$ cat config.mk
export PLATFORM = sky130hd
export DESIGN_NAME = rx_fifo_trig
export DESIGN_NICKNAME = d
export VERILOG_FILES = /design/src/rtl/rx_fifo_trig.sv
export SDC_FILE = /design/constraint.sdc
export NUM_CORES = 1
export LEC_CHECK = 0
export BUFFER_PORTS_ARGS = -buffer_cell sky130_fd_sc_hd__buf_2
export CAP_MARGIN = 20
export CELL_PAD_IN_SITES_DETAIL_PLACEMENT = 0
export CELL_PAD_IN_SITES_GLOBAL_PLACEMENT = 1
export CORE_MARGIN = 10
export CORE_UTILIZATION = 47
export CTS_CLUSTER_SIZE = 16
export DETAILED_ROUTE_END_ITERATION = 8
export PLACE_DENSITY = 0.85
export SKIP_LAST_GASP = 1
export SYNTH_ARGS = -nofsm -noshare
export SYNTH_HDL_FRONTEND = slang
export SYNTH_SLANG_ARGS = --single-unit
$ cat constraint.sdc
create_clock -name clk -period 3.25 [get_ports clk]
set_input_delay 0.4875 -clock clk [delete_from_list [all_inputs] [get_ports clk]]
set_output_delay 0.4875 -clock clk [all_outputs]
set_load 0.01 [all_outputs]
$ cat src/rtl/rx_fifo_trig.sv
module rx_fifo_trig #(
  parameter int DEPTH = 16,
  parameter int AW = 6
) (
  input  logic          clk,
  input  logic          rst_n,
  input  logic          reg_wr,
  input  logic          reg_rd,
  input  logic [AW-1:0] reg_addr,
  input  logic [7:0]    reg_wdata,
  output logic [7:0]    reg_rdata,
  input  logic          rx_valid,
  input  logic [7:0]    rx_data,
  input  logic          brk_det,
  output logic          rx_irq
);
  localparam int PW = $clog2(DEPTH);
  localparam int CW = $clog2(DEPTH + 1);
  localparam logic [AW-1:0] OFS_CTRL = AW'(8'h08);
  localparam logic [AW-1:0] OFS_STAT = AW'(8'h10);
  localparam logic [AW-1:0] OFS_DATA = AW'(8'h14);
  localparam logic [AW-1:0] OFS_FCR  = AW'(8'h18);
  localparam logic [AW-1:0] OFS_PORT = AW'(8'h20);

  logic [7:0]    mem [DEPTH];
  logic [PW-1:0] wp, rp;
  logic [CW-1:0] cnt, cnt_n, trig;
  logic [7:0]    ctrl_q, fcr_q, port_q;
  logic          full_q, dr_q, brk_q, irq_q;

  function automatic logic [PW-1:0] nxt(input logic [PW-1:0] p);
    return (p == PW'(DEPTH - 1)) ? '0 : p + PW'(1);
  endfunction

  wire wr_ctrl = reg_wr && reg_addr == OFS_CTRL;
  wire wr_stat = reg_wr && reg_addr == OFS_STAT;
  wire wr_fcr  = reg_wr && reg_addr == OFS_FCR;
  wire wr_port = reg_wr && reg_addr == OFS_PORT;
  wire flush   = wr_fcr && reg_wdata[1];
  wire pop     = reg_rd && reg_addr == OFS_DATA && cnt != '0 && !flush;
  wire push    = rx_valid && ctrl_q[4] && cnt != CW'(DEPTH) && !flush;
  wire hit     = cnt_n >= trig;

  always_comb begin
    case (fcr_q[7:6])
      2'b00:   trig = CW'(1);
      2'b01:   trig = CW'(4);
      2'b10:   trig = CW'(8);
      default: trig = CW'(14);
    endcase
  end

  always_comb begin
    cnt_n = cnt;
    if (push && !pop) cnt_n = cnt + CW'(1);
    else if (pop && !push) cnt_n = cnt - CW'(1);
  end

  always_ff @(posedge clk) begin
    if (push) mem[wp] <= rx_data;
  end

  always_ff @(posedge clk or negedge rst_n) begin
    if (!rst_n) begin
      wp <= '0; rp <= '0; cnt <= '0;
      ctrl_q <= '0; fcr_q <= '0; port_q <= '0;
      full_q <= 1'b0; dr_q <= 1'b0; brk_q <= 1'b0; irq_q <= 1'b0;
    end else begin
      if (wr_ctrl) ctrl_q <= reg_wdata & 8'hFA;
      if (wr_port) port_q <= reg_wdata & 8'hF3;
      if (wr_fcr)  fcr_q  <= reg_wdata;

      if (flush) begin
        wp <= '0; rp <= '0; cnt <= '0;
      end else begin
        if (push) wp <= nxt(wp);
        if (pop)  rp <= nxt(rp);
        cnt <= cnt_n;
      end

      if (flush || (wr_stat && !reg_wdata[1])) full_q <= 1'b0;
      if (pop && !hit)  full_q <= 1'b0;
      if (push && hit)  full_q <= 1'b1;

      if (flush || (wr_stat && !reg_wdata[0])) dr_q <= 1'b0;
      if (push) dr_q <= 1'b1;

      if (wr_stat && !reg_wdata[4]) brk_q <= 1'b0;
      if (brk_det) brk_q <= 1'b1;

      if ((wr_ctrl && !reg_wdata[6]) ||
          (wr_stat && !(reg_wdata[1] && reg_wdata[0]))) irq_q <= 1'b0;
      if (push && hit && ctrl_q[6]) irq_q <= 1'b1;
    end
  end

  always_comb begin
    case (reg_addr)
      OFS_CTRL: reg_rdata = ctrl_q;
      OFS_STAT: reg_rdata = {3'b000, brk_q, 2'b00, full_q, dr_q};
      OFS_DATA: reg_rdata = (cnt != '0) ? mem[rp] : 8'h00;
      OFS_FCR:  reg_rdata = fcr_q;
      OFS_PORT: reg_rdata = port_q;
      default:  reg_rdata = 8'h00;
    endcase
  end

  assign rx_irq = irq_q;
endmodule

# == Word level (Yosys, flattened, before mapping) ==
# Memory sizes are Yosys's and may differ from the RTL's.
# Index checks and enable logic that the tools add are counted.
# op_classes
n_addsub,4
n_lt_le_gt_ge,1
eq_ne,10
mux,23
n_reduce_logical,42
# op_table
op,n
$pmux 8 s5,1
$mux 4,6
$logic_and 1x1->1,22
$eq 6x5->1 const B,3
$mux 5,3
$pmux 4 s3,1
$mux 1,11
$reduce_bool 2->1,5
$logic_not 1->1,9
$add 4x1->4 const B,2
$eq 4x4->1 const B,2
$mux 8,1
$eq 6x4->1 const B,1
$eq 6x6->1 const B,1
$add 5x1->5 const B,1
$ge 5x5->1,1
$ne 5x5->1 const B,1
$reduce_bool 5->1,1
$sub 5x1->5 const B,1
$logic_or 1x1->1,3
$reduce_bool 3->1,1
$eq 2x1->1 const B,1
$eq 2x2->1 const B,1
$logic_not 2->1,1
# totals
ff_bits,37
ramBits,128
out_inout_bits,9
elab_cells,91
memories,1
# memory_table
name,depth,word_bits,rd,rd_clocked_by_memory_dff,wr,line_no,source
mem,16,8,1,0,1,25,logic [7:0] mem [DEPTH];

# == Longest topological paths before layout ==
# logic_depth
depth_word,14
ltp_mapped,14

# == Least setup slack after synthesis ==
# OpenSTA, ideal clock, no wires.
# synth_timing
kind,register to register
from,reg cnt[0]
to,reg full_q
setup_ps,134
arrival_ps,2913
required_ps,3116
setup_slack_ps,203
stages_incl_launch_ff,15
n_path_buf,1
cell_sequence,dfrtp_1 inv_1 ha_1 or4b_1 and3_1 buf_2 nor3_4 nor2_1 xnor2_1 ha_1 nand2b_1 a2111oi_0 nor3_1 o21ai_0 o211ai_1
# synth_between
elab_chain_cells,12
# synth_lines
item,line_no,source
"start, declared",27,"logic [CW-1:0] cnt, cnt_n, trig;"
"start signal, assigned",78,cnt <= cnt_n;
"parallel branches: the longest is 12 deep, another holds $sub 5x1->5",-,
"end signal, assigned",81,if (flush || (wr_stat && !reg_wdata[1])) full_q <= 1'b0;
"end signal, assigned",82,if (pop && !hit) full_q <= 1'b0;
"end signal, assigned",83,if (push && hit) full_q <= 1'b1;
"end, declared",29,"logic full_q, dr_q, brk_q, irq_q;"
# Several ways; the timed one is not identified.
# A chain may end at the register's enable or synchronous reset.

# == Worst setup path after layout ==
# layout_timing
from,reg rp[1]
to,out reg_rdata[1]
# layout_between
elab_chain_cells,3
# layout_lines
item,line_no,source
"start, declared",26,"logic [PW-1:0] wp, rp;"
"start signal, assigned",77,if (pop) rp <= nxt(rp);
$mem_v2 16x8,-,
$mux 8,101,OFS_DATA: reg_rdata = (cnt != '0) ? mem[rp] : 8'h00;
$pmux 8 s5,98,case (reg_addr)
"end, declared",11,"output logic [7:0] reg_rdata,"
# No other way between the ends.

==> out/qor.yml <==
vias_per_cell: 5.95
synth_edf_count: 128
clk_latency_ps: 430
overflow: 0
syn_nets: 488
synth_top_area_share_pct: 53.3
firstDrtPassIters: 5
place_congestion: 0.884
max_cap_violations: 0
grt.total_usage_pct: 15.9
ys_async_sr_fraction_pct: 22.4
min_period_over_period_pct: 97.4
hold_path_class: "in2async"
fmax_mhz: 316
slowest_stage: "dfrtp_1"
antenna_found_initial: 0
rows: 45
multiInputGateArea_sq_um: 2340
final_nets: 547
cts_sinks: 165
syn2layout_area_growth_pct: 16.3
vdd_drop_max_mv: 0.462
start_kind: "flip-flop"
die_h_um: 144
synth_area_sq_um: 7220
ioPinCount: 37
ant_nets: 0
cp-end-kind: "primary output"
dp_hpwl_mm: 10.5
seq_area_frac_synth_pct: 66.1
synth_cell_types: 50
dieArea_sq_um: 20700
drt-total-wl_mm: 15.7
p_leak_uw: 0.00300
setup_violations: 0
cts_tree: "built"
fp.coreArea_sq_um: 15100
drive_gt1_share_pct: 31.2
cp.required_ps: 2760
die_x_um: 144
grt_pass1_wl_mm: 24.6
synth_area_leaders: "edfxtp_1, dfrtp_1, mux4_2"
grt_max_degree: 38
worst_path_largest_cell_delay_ps: 670
worstSetupPathType: "reg2out"
fill_cells: 1169
finalMaxSlewViolations: 0
vias: 4215
yosysMostFrequentCell: "edfxtp_1"
tns_ps: 0
drc: 0
synth_common_cells: "edfxtp_1, dfrtp_1, mux4_2, mux2_2, nand2_1"
yosysTopAreaCell: "edfxtp_1"
clk_path_buf_depth: 2
n_antenna_cell: 0
start_util_pct: 47.6
cts_buffers: 17
ys_ff_latch: 165
cp_max_fo: 14
skew_ps: 10.5
status: "completed"
htreeDepth: 4
regArea_sq_um: 4770
wire_per_inst_um: 22.2
rsz0062_at_grt: "no"
cp.arrival_ps: 2680
synth_flop_cell: "edfxtp_1"
worst_pin_slew_ps: 828
synthesis.instances: 448
clk_pin_slew_ps: 70
path_cells: "buf_4, mux4_2, mux2_2, a21oi_1, o21ai_0, buf_2"
root_buffer: "clkbuf_16"
drtIter0Drc: 365
postSynthAreaPerCell_sq_um: 16.1
cellPowerDensity_nw_per_um2: 654
first_global_vias: 4393
numPortBuffers: 36
yosysWarnings: 0
hold_ws_ps: 152
finalHoldViolCount: 0
period_minus_slack_ps: 3170
slew_headroom_pct: 44.8
## kinds of logic (layout without fill, tap and decap cells)
logic type | after synthesis | in the layout | share of synthesized area [%]
XOR/XNOR | 7 | 7 | 0.850
AND/OR/NAND/NOR | 105 | 105 | 8.05
adder cells (fa/ha/maj) | 12 | 12 | 2.08
AO/OA/AOI/OAI | 60 | 60 | 5.53
flip-flops | 165 | 165 | 66.1
multiplexers | 70 | 70 | 15.7
buffers and inverters | 29 | 101 | 1.65
## flip-flops by register name, summed over array words and instances (netlist names)
name	cells
port_q	6
wp	4
ctrl_q	6
rx_irq	1
fcr_q	8
cnt	5
full_q	1
dr_q	1
brk_q	1
rp	4
mem	128
## report_power, final
group	switching, uW	internal [uW]
Sequential	107	2390
Clock	894	1170
Combinational	466	459
## final timing paths
check / start / cells after the start / slack, ps / end
min reg2reg: fcr_q[1] / 2 / 480 / fcr_q[1]
min: rst_n / 1 / 150 / cnt[3]
max: rp[1] / 6 / 80 / reg_rdata[1]
min in group clk: brk_det / 2 / 260 / brk_q
max reg2reg: cnt[0] / 13 / 260 / full_q
max in group asynchronous: rst_n / 1 / 2480 / rp[0]
## cells in the final DEF, fill, tap and decap left out, types with 15 or more instances in the layout
cell	instances
and2_1	17
mux2_2	28
mux4_2	32
a21oi_1	15
buf_2	36
dfrtp_1	36
edfxtp_1	128
nand2_1	25
clkbuf_16	17
buf_4	22
## area by class of cell
class | count | area share [%]
clock inverters | 15 | 2.28
flip-flops and latches | 165 | 56.9
repair buffers | 60 | 4.59
clock buffers | 17 | 5.07
inverters | 9 | 0.403
multi-input cells | 254 | 27.9
well taps | 188 | 2.80
## metrics by stage
| stage | cells | setup WS, ps | total power, uW | instance area (sq um) | utilization (%) |
|---|---|---|---|---|---|
| 2_1_floorplan | 448 | 203 | 3100 | 7220 | - |
| 3_3_place_gp | 672 | 170 | 3370 | 7720 | 50.9 |
| 3_5_place_dp | 672 | 154 | 3390 | 7720 | 50.9 |
| 4_1_cts | 704 | 80.7 | 5460 | 8340 | 55.1 |
| 5_1_grt | 708 | 19.0 | 5710 | 8390 | 55.4 |
| 6_report | 708 | 84.5 | 5490 | 8390 | 55.4 |
## critical path, delay by kind of cell (launching register included)
kind	cells	cell delay, ps
DFF	1	670
buffers and inverters	2	510
AOI/OAI and AO/OA	2	440
muxes	2	620
## per-layer routing
metal	vias up	wire length, um	track usage (%)
li1	1882	-	-
met1	2173	6630	19.6
met2	134	7850	26.0
met3	26	806	3.63
met4	0	446	7.42
met5	-	0	0
## what timing repair did
| action | 4_1_cts | 5_1_grt |
|---|---|---|
| cloned | 0 | 0 |
| hold buffers | 0 | 0 |
| buffers inserted | 0 | 4 |
| pin swaps | 0 | 1 |
| resized for setup | 2 | 2 |
| setup endpoints to repair | 1 | 3 |
No activity file was read; power rests on OpenSTA's default activity.
